## src/rtl/cpage_pkg.sv

```systemverilog
package cpage_pkg;

    typedef enum logic [2:0] {
        ACT_HOLD,
        ACT_CSR,
        ACT_SEL,
        ACT_KILL,
        ACT_STEP
    } slot_act_e;

    // Priority per slot: CSR write, then own page-select, then branch, then count.
    function automatic slot_act_e pick_act(logic wr, logic sel, logic kill, logic step);
        if (wr)        return ACT_CSR;
        else if (sel)  return ACT_SEL;
        else if (kill) return ACT_KILL;
        else if (step) return ACT_STEP;
        else           return ACT_HOLD;
    endfunction

endpackage

```

## src/rtl/cpage_route.sv

```systemverilog
module cpage_route #(
    parameter int NUM_SLOTS = 2,
    parameter int SLOT_W    = 1
) (
    input  logic                 ret_vld,
    input  logic                 ret_sel,
    input  logic [SLOT_W-1:0]    ret_slot,
    input  logic                 br_taken,
    input  logic                 csr_we,
    input  logic [SLOT_W-1:0]    csr_slot,
    output logic [NUM_SLOTS-1:0] wr_o,
    output logic [NUM_SLOTS-1:0] sel_o,
    output logic                 step_o,
    output logic                 kill_o
);
    logic sel_any;

    assign sel_any = ret_vld && ret_sel;
    assign step_o  = ret_vld && !ret_sel;
    assign kill_o  = br_taken;

    for (genvar g = 0; g < NUM_SLOTS; g++) begin : g_dec
        localparam logic [SLOT_W-1:0] IDX = SLOT_W'(g);
        assign wr_o[g]  = csr_we  && (csr_slot == IDX);
        assign sel_o[g] = sel_any && (ret_slot == IDX);
    end
endmodule

```

## src/rtl/cpage_slot.sv

```systemverilog
module cpage_slot
    import cpage_pkg::*;
#(
    parameter int PAGE_W = 4,
    parameter int LEN_W  = 4
) (
    input  logic              clk,
    input  logic              rst_n,
    input  logic              wr_i,
    input  logic              wr_vld_i,
    input  logic [LEN_W-1:0]  wr_cnt_i,
    input  logic [PAGE_W-1:0] wr_page_i,
    input  logic              sel_i,
    input  logic [PAGE_W-1:0] sel_page_i,
    input  logic [LEN_W-1:0]  sel_len_i,
    input  logic              kill_i,
    input  logic              step_i,
    output logic              vld_o,
    output logic [LEN_W-1:0]  cnt_o,
    output logic [PAGE_W-1:0] page_o
);
    localparam logic [LEN_W-1:0] LEN_PERM = '1;
    localparam logic [LEN_W-1:0] LEN_ONE  = LEN_W'(1);

    typedef struct packed {
        logic              vld;
        logic [LEN_W-1:0]  cnt;
        logic [PAGE_W-1:0] page;
    } slot_st_t;

    slot_st_t  st_d, st_q;
    slot_act_e act;

    always_comb begin
        st_d = st_q;
        act  = pick_act(wr_i, sel_i, kill_i, step_i);
        case (act)
            ACT_CSR: begin
                st_d.vld  = wr_vld_i;
                st_d.cnt  = wr_cnt_i;
                st_d.page = wr_page_i;
            end
            ACT_SEL: begin
                st_d.vld  = (sel_len_i != '0);
                st_d.cnt  = sel_len_i;
                st_d.page = sel_page_i;
            end
            ACT_KILL: begin
                st_d.vld = 1'b0;
                st_d.cnt = '0;
            end
            ACT_STEP: begin
                if (st_q.vld && st_q.cnt != LEN_PERM) begin
                    if (st_q.cnt <= LEN_ONE) begin
                        st_d.vld = 1'b0;
                        st_d.cnt = '0;
                    end else begin
                        st_d.cnt = st_q.cnt - LEN_ONE;
                    end
                end
            end
            default: ;
        endcase
    end

    always_ff @(posedge clk or negedge rst_n) begin
        if (!rst_n) st_q <= '0;
        else        st_q <= st_d;
    end

    assign vld_o  = st_q.vld;
    assign cnt_o  = st_q.cnt;
    assign page_o = st_q.page;

    p_csr_load_r8: assert property (@(posedge clk) disable iff (!rst_n)
        wr_i |=> (st_q.vld == $past(wr_vld_i) && st_q.cnt == $past(wr_cnt_i)
                  && st_q.page == $past(wr_page_i)));

    p_sel_load_r2: assert property (@(posedge clk) disable iff (!rst_n)
        (sel_i && !wr_i) |=> (st_q.page == $past(sel_page_i) && st_q.cnt == $past(sel_len_i)));

    p_branch_clear_r5: assert property (@(posedge clk) disable iff (!rst_n)
        (kill_i && !wr_i && !sel_i) |=> (!st_q.vld && st_q.cnt == '0));

    p_count_step_r3: assert property (@(posedge clk) disable iff (!rst_n)
        (step_i && !wr_i && !sel_i && !kill_i && st_q.vld && st_q.cnt > LEN_ONE
         && st_q.cnt != LEN_PERM) |=> (st_q.vld && st_q.cnt == $past(st_q.cnt) - LEN_ONE));

    p_perm_hold_r4: assert property (@(posedge clk) disable iff (!rst_n)
        (st_q.vld && st_q.cnt == LEN_PERM && !wr_i && !sel_i && !kill_i)
        |=> (st_q.vld && st_q.cnt == LEN_PERM));

    p_idle_hold_r10: assert property (@(posedge clk) disable iff (!rst_n)
        (!st_q.vld && !wr_i && !sel_i) |=> $stable(st_q.page));
endmodule

```

## src/rtl/cpage_csr_mux.sv

```systemverilog
module cpage_csr_mux #(
    parameter int NUM_SLOTS = 2,
    parameter int SLOT_W    = 1,
    parameter int PAGE_W    = 4,
    parameter int LEN_W     = 4,
    parameter int CSR_W     = 1 + LEN_W + PAGE_W
) (
    input  logic [SLOT_W-1:0]           csr_slot,
    input  logic [NUM_SLOTS-1:0]        vld_i,
    input  logic [NUM_SLOTS*LEN_W-1:0]  cnt_i,
    input  logic [NUM_SLOTS*PAGE_W-1:0] page_i,
    output logic [CSR_W-1:0]            rdata_o
);
    always_comb begin
        rdata_o = '0;
        for (int i = 0; i < NUM_SLOTS; i++) begin
            if (csr_slot == SLOT_W'(i)) begin
                rdata_o = {vld_i[i], cnt_i[i*LEN_W +: LEN_W], page_i[i*PAGE_W +: PAGE_W]};
            end
        end
    end
endmodule

```

## src/rtl/cpage_tracker.sv

```systemverilog
module cpage_tracker #(
    parameter int NUM_SLOTS = 2,
    parameter int PAGE_W    = 4,
    parameter int LEN_W     = 4,
    localparam int SLOT_W   = (NUM_SLOTS > 1) ? $clog2(NUM_SLOTS) : 1,
    localparam int CSR_W    = 1 + LEN_W + PAGE_W
) (
    input  logic                        clk,
    input  logic                        rst_n,
    input  logic                        ret_vld,
    input  logic                        ret_sel,
    input  logic [SLOT_W-1:0]           ret_slot,
    input  logic [PAGE_W-1:0]           ret_page,
    input  logic [LEN_W-1:0]            ret_len,
    input  logic                        br_taken,
    input  logic                        csr_we,
    input  logic [SLOT_W-1:0]           csr_slot,
    input  logic [CSR_W-1:0]            csr_wdata,
    output logic [CSR_W-1:0]            csr_rdata,
    output logic [NUM_SLOTS*PAGE_W-1:0] page_num_o,
    output logic [NUM_SLOTS-1:0]        page_vld_o
);
    logic [NUM_SLOTS-1:0]       wr, sel;
    logic                       step, kill;
    logic [NUM_SLOTS*LEN_W-1:0] cnt_all;

    cpage_route #(.NUM_SLOTS(NUM_SLOTS), .SLOT_W(SLOT_W)) u_route (
        .ret_vld  (ret_vld),
        .ret_sel  (ret_sel),
        .ret_slot (ret_slot),
        .br_taken (br_taken),
        .csr_we   (csr_we),
        .csr_slot (csr_slot),
        .wr_o     (wr),
        .sel_o    (sel),
        .step_o   (step),
        .kill_o   (kill)
    );

    for (genvar g = 0; g < NUM_SLOTS; g++) begin : g_slot
        cpage_slot #(.PAGE_W(PAGE_W), .LEN_W(LEN_W)) u_slot (
            .clk        (clk),
            .rst_n      (rst_n),
            .wr_i       (wr[g]),
            .wr_vld_i   (csr_wdata[CSR_W-1]),
            .wr_cnt_i   (csr_wdata[PAGE_W +: LEN_W]),
            .wr_page_i  (csr_wdata[PAGE_W-1:0]),
            .sel_i      (sel[g]),
            .sel_page_i (ret_page),
            .sel_len_i  (ret_len),
            .kill_i     (kill),
            .step_i     (step),
            .vld_o      (page_vld_o[g]),
            .cnt_o      (cnt_all[g*LEN_W +: LEN_W]),
            .page_o     (page_num_o[g*PAGE_W +: PAGE_W])
        );
    end

    cpage_csr_mux #(
        .NUM_SLOTS (NUM_SLOTS),
        .SLOT_W    (SLOT_W),
        .PAGE_W    (PAGE_W),
        .LEN_W     (LEN_W),
        .CSR_W     (CSR_W)
    ) u_csr_mux (
        .csr_slot (csr_slot),
        .vld_i    (page_vld_o),
        .cnt_i    (cnt_all),
        .page_i   (page_num_o),
        .rdata_o  (csr_rdata)
    );
endmodule

```

## config.mk

```make
export PLATFORM = sky130hd
export DESIGN_NAME = cpage_tracker
export DESIGN_NICKNAME = d
export VERILOG_FILES = /design/src/rtl/cpage_pkg.sv /design/src/rtl/cpage_route.sv /design/src/rtl/cpage_slot.sv /design/src/rtl/cpage_csr_mux.sv /design/src/rtl/cpage_tracker.sv
export SDC_FILE = /design/constraint.sdc
export NUM_CORES = 1
export LEC_CHECK = 0
export BUFFER_PORTS_ARGS = -buffer_cell sky130_fd_sc_hd__buf_2
export CELL_PAD_IN_SITES_DETAIL_PLACEMENT = 1
export CELL_PAD_IN_SITES_GLOBAL_PLACEMENT = 1
export CORE_MARGIN = 2
export CORE_UTILIZATION = 34
export DETAILED_ROUTE_END_ITERATION = 6
export GPL_TIMING_DRIVEN = 0
export PLACE_DENSITY_LB_ADDON = 0.3
export SETUP_SLACK_MARGIN = 0.2
export SLEW_MARGIN = 25
export SYNTH_ARGS = -nofsm -noshare
export SYNTH_HDL_FRONTEND = slang
export SYNTH_HIERARCHICAL = 1
export SYNTH_SLANG_ARGS = --single-unit
```

## constraint.sdc

```tcl
create_clock -name clk -period 1.5 [get_ports clk]
set_clock_uncertainty 0.1 [all_clocks]
set_input_delay 0.15 -clock clk [delete_from_list [all_inputs] [get_ports clk]]
set_output_delay 0.15 -clock clk [all_outputs]
set_load 0.03 [all_outputs]
```

---- Word-level counts from Yosys, hierarchy flattened ----
Cells that the tools add are included.
word-level totals
  bits in registers ....................... 18
  latch bits .............................. 0
  bits in writable memories ............... 0
  ROM bits ................................ 0
  input port bits ......................... 25
  output and inout port bits .............. 19
  memories ................................ 0
cells by class
  $add $sub $neg .......................... 2
  multiply operators ...................... 0
  divide/modulo/power cells ............... 0
  magnitude comparators ................... 2
  equal/unequal tests ..................... 14
  shifts and indexed selects .............. 0
  muxes and demuxes ....................... 17
  bitwise operators ....................... 2
  reduce and logical (&&, ||, !) cells .... 18
operators with widths
  operator               count
  $pmux W5 S4            2
  $mux W3                6
  $pmux W4 S2            2
  $eq A3 B2 Y1 const B   4
  $reduce_bool A4 Y1     3
  $mux W5                2
  $mux W9                1
  $le A4 B1 Y1 const B   2
  $logic_and A1 B1 Y1    8
  $mux W4                2
  $ne A2 B1 Y1 const B   4
  $ne A4 B4 Y1 const B   2
  $sub A4 B1 Y4 const B  2
  $eq A3 B1 Y1 const B   2
  $eq A3 B3 Y1 const B   2
  $reduce_and A3 Y1      2
  $reduce_and A2 Y1      2
  $reduce_bool A2 Y1     2
  $mux W1                2
  $not A1 Y1             2
  $logic_not A1 Y1       1

---- Depth between registers and ports, before layout ----
  depth in word-level cells ............... 9
  gate-level depth with buffers ........... 6
  mapped depth without buffers ............ 6

---- Cells and area by module ----
The synthesis kept the hierarchy.
modules (own cells, without submodules)
  module         instances  cells an instance  area an instance (um^2)
  cpage_slot     2          66                 611.8
  cpage_csr_mux  1          10                 146.4
  cpage_route    1          6                  41.3

---- Least setup slack after synthesis ----
No wires, ideal clock.
  path kind ............................... register to register
  start point ............................. register g_slot[1].u_slot.st_q (netlist bit g_slot[1].u_slot/cnt_o[0])
  end point ............................... register g_slot[1].u_slot.st_q (netlist bit g_slot[1].u_slot/cnt_o[3])
  setup time .............................. 0.121 ns
  arrival time ............................ 1.404 ns
  slack ................................... -0.125 ns
  stages on the path, launching flop included .. 7
  buffers on the path ..................... 0
  cell sequence ........................... dfrtp_1 -> inv_1 -> ha_1 -> nor2_1 -> o311ai_2 -> o211ai_2 -> a22o_1
on the way
  cells in the longest elaborated chain, start to end .. 4
  elaborated cells on any way between the ends .. 9
  classes of those cells .................. 1 x add/sub; 1 x order compare; 2 x eq/ne; 3 x mux; 2 x reduce/logical
RTL lines
  item                                                     line                                source
  start: declaration                                       cpage_slot.sv:31                    slot_st_t st_d, st_q;
  start signal: assignment                                 cpage_slot.sv:68                    else st_q <= st_d;
  $sub A4 B1 Y4, or another cell as far along              cpage_slot.sv:58                    st_d.cnt = st_q.cnt - LEN_ONE;
  $mux W4 / $logic_and A1 B1 Y1 (equally long branches)    cpage_slot.sv:54, cpage_slot.sv:53
  $mux W5 / $ne A2 B1 Y1 (equally long branches)           -
  $pmux W5 S4 / $reduce_and A2 Y1 (equally long branches)  -
Parallel ways exist; a longest one is shown, timed or not. The select of a mux whose other input is x is not followed.
A chain may end at the register's enable or synchronous reset.

---- Worst setup path in the final report ----
Ends and elaborated chain as after synthesis.

==> impl_metrics.xml <==
<?xml version="1.0" encoding="UTF-8"?>
<metrics>
  <group name="outcome">
    <metric name="run_status" unit="">complete, but fails checks</metric>
    <metric name="violated_checks" unit="">setup timing</metric>
  </group>
  <group name="finish">
    <metric name="layout_cells_sized_above_1" unit="">0.575</metric>
    <metric name="layout.cell_area.non_filler" unit="um2">2180</metric>
    <metric name="num_antenna_cells" unit="">0</metric>
    <metric name="final.fill_count" unit="">477</metric>
    <metric name="area.growth.synth_to_final" unit="%">54.8</metric>
    <metric name="final_net_count" unit="">253</metric>
  </group>
  <group name="placed_design">
    <metric name="routabilityCongestion" unit="">0.784</metric>
    <metric name="placed_area" unit="um2">1800</metric>
    <metric name="placement.io_buffers" unit="">42</metric>
    <metric name="hpwl" unit="um">3430</metric>
  </group>
  <group name="floorplanning">
    <metric name="start_util" unit="">0.353</metric>
    <metric name="num_io_pins" unit="">44</metric>
    <metric name="die-width" unit="um">68.4</metric>
    <metric name="placement_rows" unit="">23</metric>
    <metric name="core" unit="um2">4000</metric>
    <metric name="design.die.area" unit="um2">4680</metric>
    <metric name="die_y" unit="um">68.4</metric>
  </group>
  <group name="clock_tree">
    <metric name="clock_tree_from_tritoncts" unit="">built</metric>
    <metric name="sink_count_of_the_clock_tree" unit="">18</metric>
    <metric name="cts_made_buffers" unit="">3</metric>
    <metric name="worst_skew_pair.late_latency" unit="ns">0.26</metric>
    <metric name="clock_pin_slew_on_the_worst_setup_and_hold_paths" unit="ns">0.08</metric>
    <metric name="cts_buffer_depth" unit="">2</metric>
    <metric name="cts_htree_levels" unit="">1</metric>
    <metric name="cts.root.buffer_cell" unit="">sky130_fd_sc_hd__clkbuf_8</metric>
  </group>
  <group name="route">
    <metric name="drt_iter0_drc" unit="">65</metric>
    <metric name="route.vias.total" unit="">1508</metric>
    <metric name="wl" unit="um">5060</metric>
    <metric name="first_pass_iters" unit="">4</metric>
    <metric name="route.detailed.drc" unit="">0</metric>
    <metric name="route.antenna.remaining_nets" unit="">0</metric>
    <metric name="drt-wirelength-per-cell" unit="um">18.7</metric>
    <metric name="avgViaCountPerCell" unit="">5.56</metric>
  </group>
  <group name="timing">
    <metric name="tns" unit="ns">-1.08</metric>
    <metric name="max-slew-margin-rel" unit="">0.595</metric>
    <metric name="slew_viol_final" unit="">0</metric>
    <metric name="endpoints_failing_setup" unit="">12</metric>
    <metric name="fin_worst_hold_slack" unit="ns">0.0141</metric>
    <metric name="max_slew.worst_pin.slew" unit="ns">0.606</metric>
    <metric name="final-hold-violation-count" unit="">0</metric>
    <metric name="max_freq" unit="MHz">601</metric>
    <metric name="layout_worst_path_cycle_share" unit="">1.11</metric>
    <metric name="final.min_clock_period" unit="ns">1.66</metric>
    <metric name="setup_slack" unit="ns">-0.163</metric>
    <metric name="rsz0062_at_grt" unit="">yes</metric>
  </group>
  <group name="logic_synthesis">
    <metric name="syn-cell-area" unit="um2">1410</metric>
    <metric name="synth_seq_cells" unit="">18</metric>
    <metric name="mappedNetlistNets" unit="">179</metric>
    <metric name="syn-instance-count" unit="">148</metric>
    <metric name="synth.avg_cell_area" unit="um2">9.54</metric>
    <metric name="async_flop_share" unit="">1.00</metric>
    <metric name="synth_sequential_area_ratio" unit="">0.319</metric>
    <metric name="ys.warnings.count" unit="">6</metric>
    <metric name="dominantRegCellSynth" unit="">sky130_fd_sc_hd__dfrtp_1</metric>
    <metric name="synth.distinct_cells" unit="">32</metric>
    <metric name="synth_enable_flop_cells" unit="">0</metric>
  </group>
  <group name="critical_path">
    <metric name="worst_stage_delay_on_the_critical_path" unit="ns">0.47</metric>
    <metric name="timing.setup.critical_path_class" unit="">flop to flop</metric>
    <metric name="r2r.worst_path.cells" unit="">6</metric>
    <metric name="worstSetupStartpointType" unit="">flop</metric>
    <metric name="critPathCaptureType" unit="">flop</metric>
    <metric name="timing.critical_path.cells" unit="">inv_2 &gt; ha_4 &gt; nor2_4 &gt; o311ai_4 &gt; o21ai_1 &gt; a22o_1</metric>
    <metric name="worstPathMaxFanout" unit="">6</metric>
    <metric name="worstPathArrival" unit="ns">1.71</metric>
    <metric name="worstPathRequired" unit="ns">1.55</metric>
    <metric name="worst_path_max_delay_cell" unit="">sky130_fd_sc_hd__dfrtp_2</metric>
  </group>
  <group name="run">
    <metric name="drv_cap" unit="">0</metric>
  </group>
  <group name="grt">
    <metric name="global_route.usage.total" unit="">0.228</metric>
    <metric name="grt_start_max_net_pins" unit="">19</metric>
    <metric name="grt_pass1_vias" unit="">1565</metric>
    <metric name="grt_pass1_wl" unit="um">7840</metric>
    <metric name="antenna_violations_before_repair" unit="">0</metric>
    <metric name="grt_overflow_total" unit="">0</metric>
  </group>
  <group name="power_and_ir_drop">
    <metric name="static_leakage" unit="nW">0.953</metric>
    <metric name="p_per_area" unit="nW/um2">974</metric>
    <metric name="worst_ir_drop_vdd" unit="mV">0.565</metric>
  </group>
  <group name="min_path">
    <metric name="worstHoldPathType" unit="">input port to flop</metric>
    <metric name="number_of_cells_traversed_by_the_worst_hold_path" unit="">3</metric>
  </group>
</metrics>
-- cell families after synthesis --
family / Yosys count / share of synthesized area
AOI/OAI and AO/OA: 48 / 0.236
DFF: 18 / 0.319
muxes: 17 / 0.152
adders and majority gates: 6 / 0.0532
buffers and inverters: 10 / 0.0558
and+or+nand+nor: 49 / 0.184
-- repair_timing --
action	4_1_cts	5_1_grt
buffers inserted	20	5
hold buffers	1	0
cloned	0	1
endpoints found under the setup margin	19	19
pin swaps	7	8
endpoints found under the hold margin	18	0
gates resized for setup	26	14
-- metrics by stage --
| step | setup slack [ns] | utilization | std cells | power (mW) |
|---|---|---|---|---|
| after floorplan | -0.0401 | - | 148 | 1.22 |
| after global placement | -0.186 | 0.450 | 240 | 1.42 |
| after detailed placement | -0.241 | 0.450 | 240 | 1.46 |
| after CTS | -0.117 | 0.524 | 265 | 2.06 |
| after global routing | -0.206 | 0.546 | 271 | 2.24 |
| final | -0.163 | 0.546 | 271 | 2.13 |
-- critical path, delay by kind of cell (launching register included) --
kind / cells / cell delay, ns
buf+inv: 1 / 0.09
compound gates: 3 / 0.71
flops: 1 / 0.47
fa+ha+maj: 1 / 0.14
simple gates: 1 / 0.04
-- synthesized netlist by cell type, types with 4 or more instances --
library cell / n / area (um2)
sky130_fd_sc_hd__nor2_1: 8 / 30.0
sky130_fd_sc_hd__o21ai_0: 26 / 130
sky130_fd_sc_hd__nor3_1: 4 / 20.0
sky130_fd_sc_hd__buf_6: 5 / 56.3
sky130_fd_sc_hd__mux2i_1: 8 / 80.1
sky130_fd_sc_hd__nand2_1: 20 / 75.1
sky130_fd_sc_hd__mux2_4: 9 / 135
sky130_fd_sc_hd__ha_1: 6 / 75.1
sky130_fd_sc_hd__inv_1: 4 / 15.0
sky130_fd_sc_hd__dfrtp_1: 18 / 450
-- layout by cell type, fill, tap and decap left out, drive strengths merged, types with 3 or more instances in the layout --
master	instances
buf	73
o21ai	29
nand2	20
dfrtp	18
mux2	9
mux2i	8
nor2	8
nor3	6
ha	6
clkbuf	4
inv	4
and3	3
-- worst paths after layout --
path	start	endpoint	slack, ns
max in group asynchronous	rst_n	g_slot[0].u_slot/cnt_o[1]	0.69
worst max-delay path	g_slot[1].u_slot/cnt_o[0]	g_slot[1].u_slot/cnt_o[3]	-0.16
worst max register to register	g_slot[1].u_slot/cnt_o[0]	g_slot[1].u_slot/cnt_o[3]	-0.16
worst min register to register	g_slot[0].u_slot/cnt_o[3]	g_slot[0].u_slot/cnt_o[3]	0.52
min in group asynchronous	rst_n	g_slot[1].u_slot/vld_o	0.26
worst min-delay path	csr_wdata[0]	g_slot[0].u_slot/page_o[0]	0.01
-- registers in the layout (all words and copies together) (netlist names) --
| name | count |
|---|---|
| g_slot.u_slot/cnt_o | 8 |
| g_slot.u_slot/page_o | 8 |
| g_slot.u_slot/vld_o | 2 |
-- power by group --
| group | total [mW] | internal [mW] | leakage, nW | switching, mW |
|---|---|---|---|---|
| logic | 1.04 | 0.496 | 0.715 | 0.543 |
| registers | 0.672 | 0.566 | 0.210 | 0.106 |
| clock network | 0.417 | 0.234 | 0.0288 | 0.183 |
| total | 2.13 | 1.30 | 0.953 | 0.832 |
-- area by class of cell --
class | count | area (um2) | area share
buffer | 6 | 63.8 | 0.0292
multi-input combinational | 121 | 1040 | 0.477
tap | 50 | 62.6 | 0.0286
clock buffer | 4 | 55.1 | 0.0252
inverter | 4 | 17.5 | 0.00802
timing repair buffer | 68 | 483 | 0.221
sequential | 18 | 462 | 0.211
-- per-layer routing --
metal  vias up  wire, um  track usage
met3         4       303       0.0543
met5         -         0            0
met1       750      2160        0.287
met4         0        34       0.0475
li1        702         -            -
met2        52      2560        0.394
(Power assumes the default switching activity.)
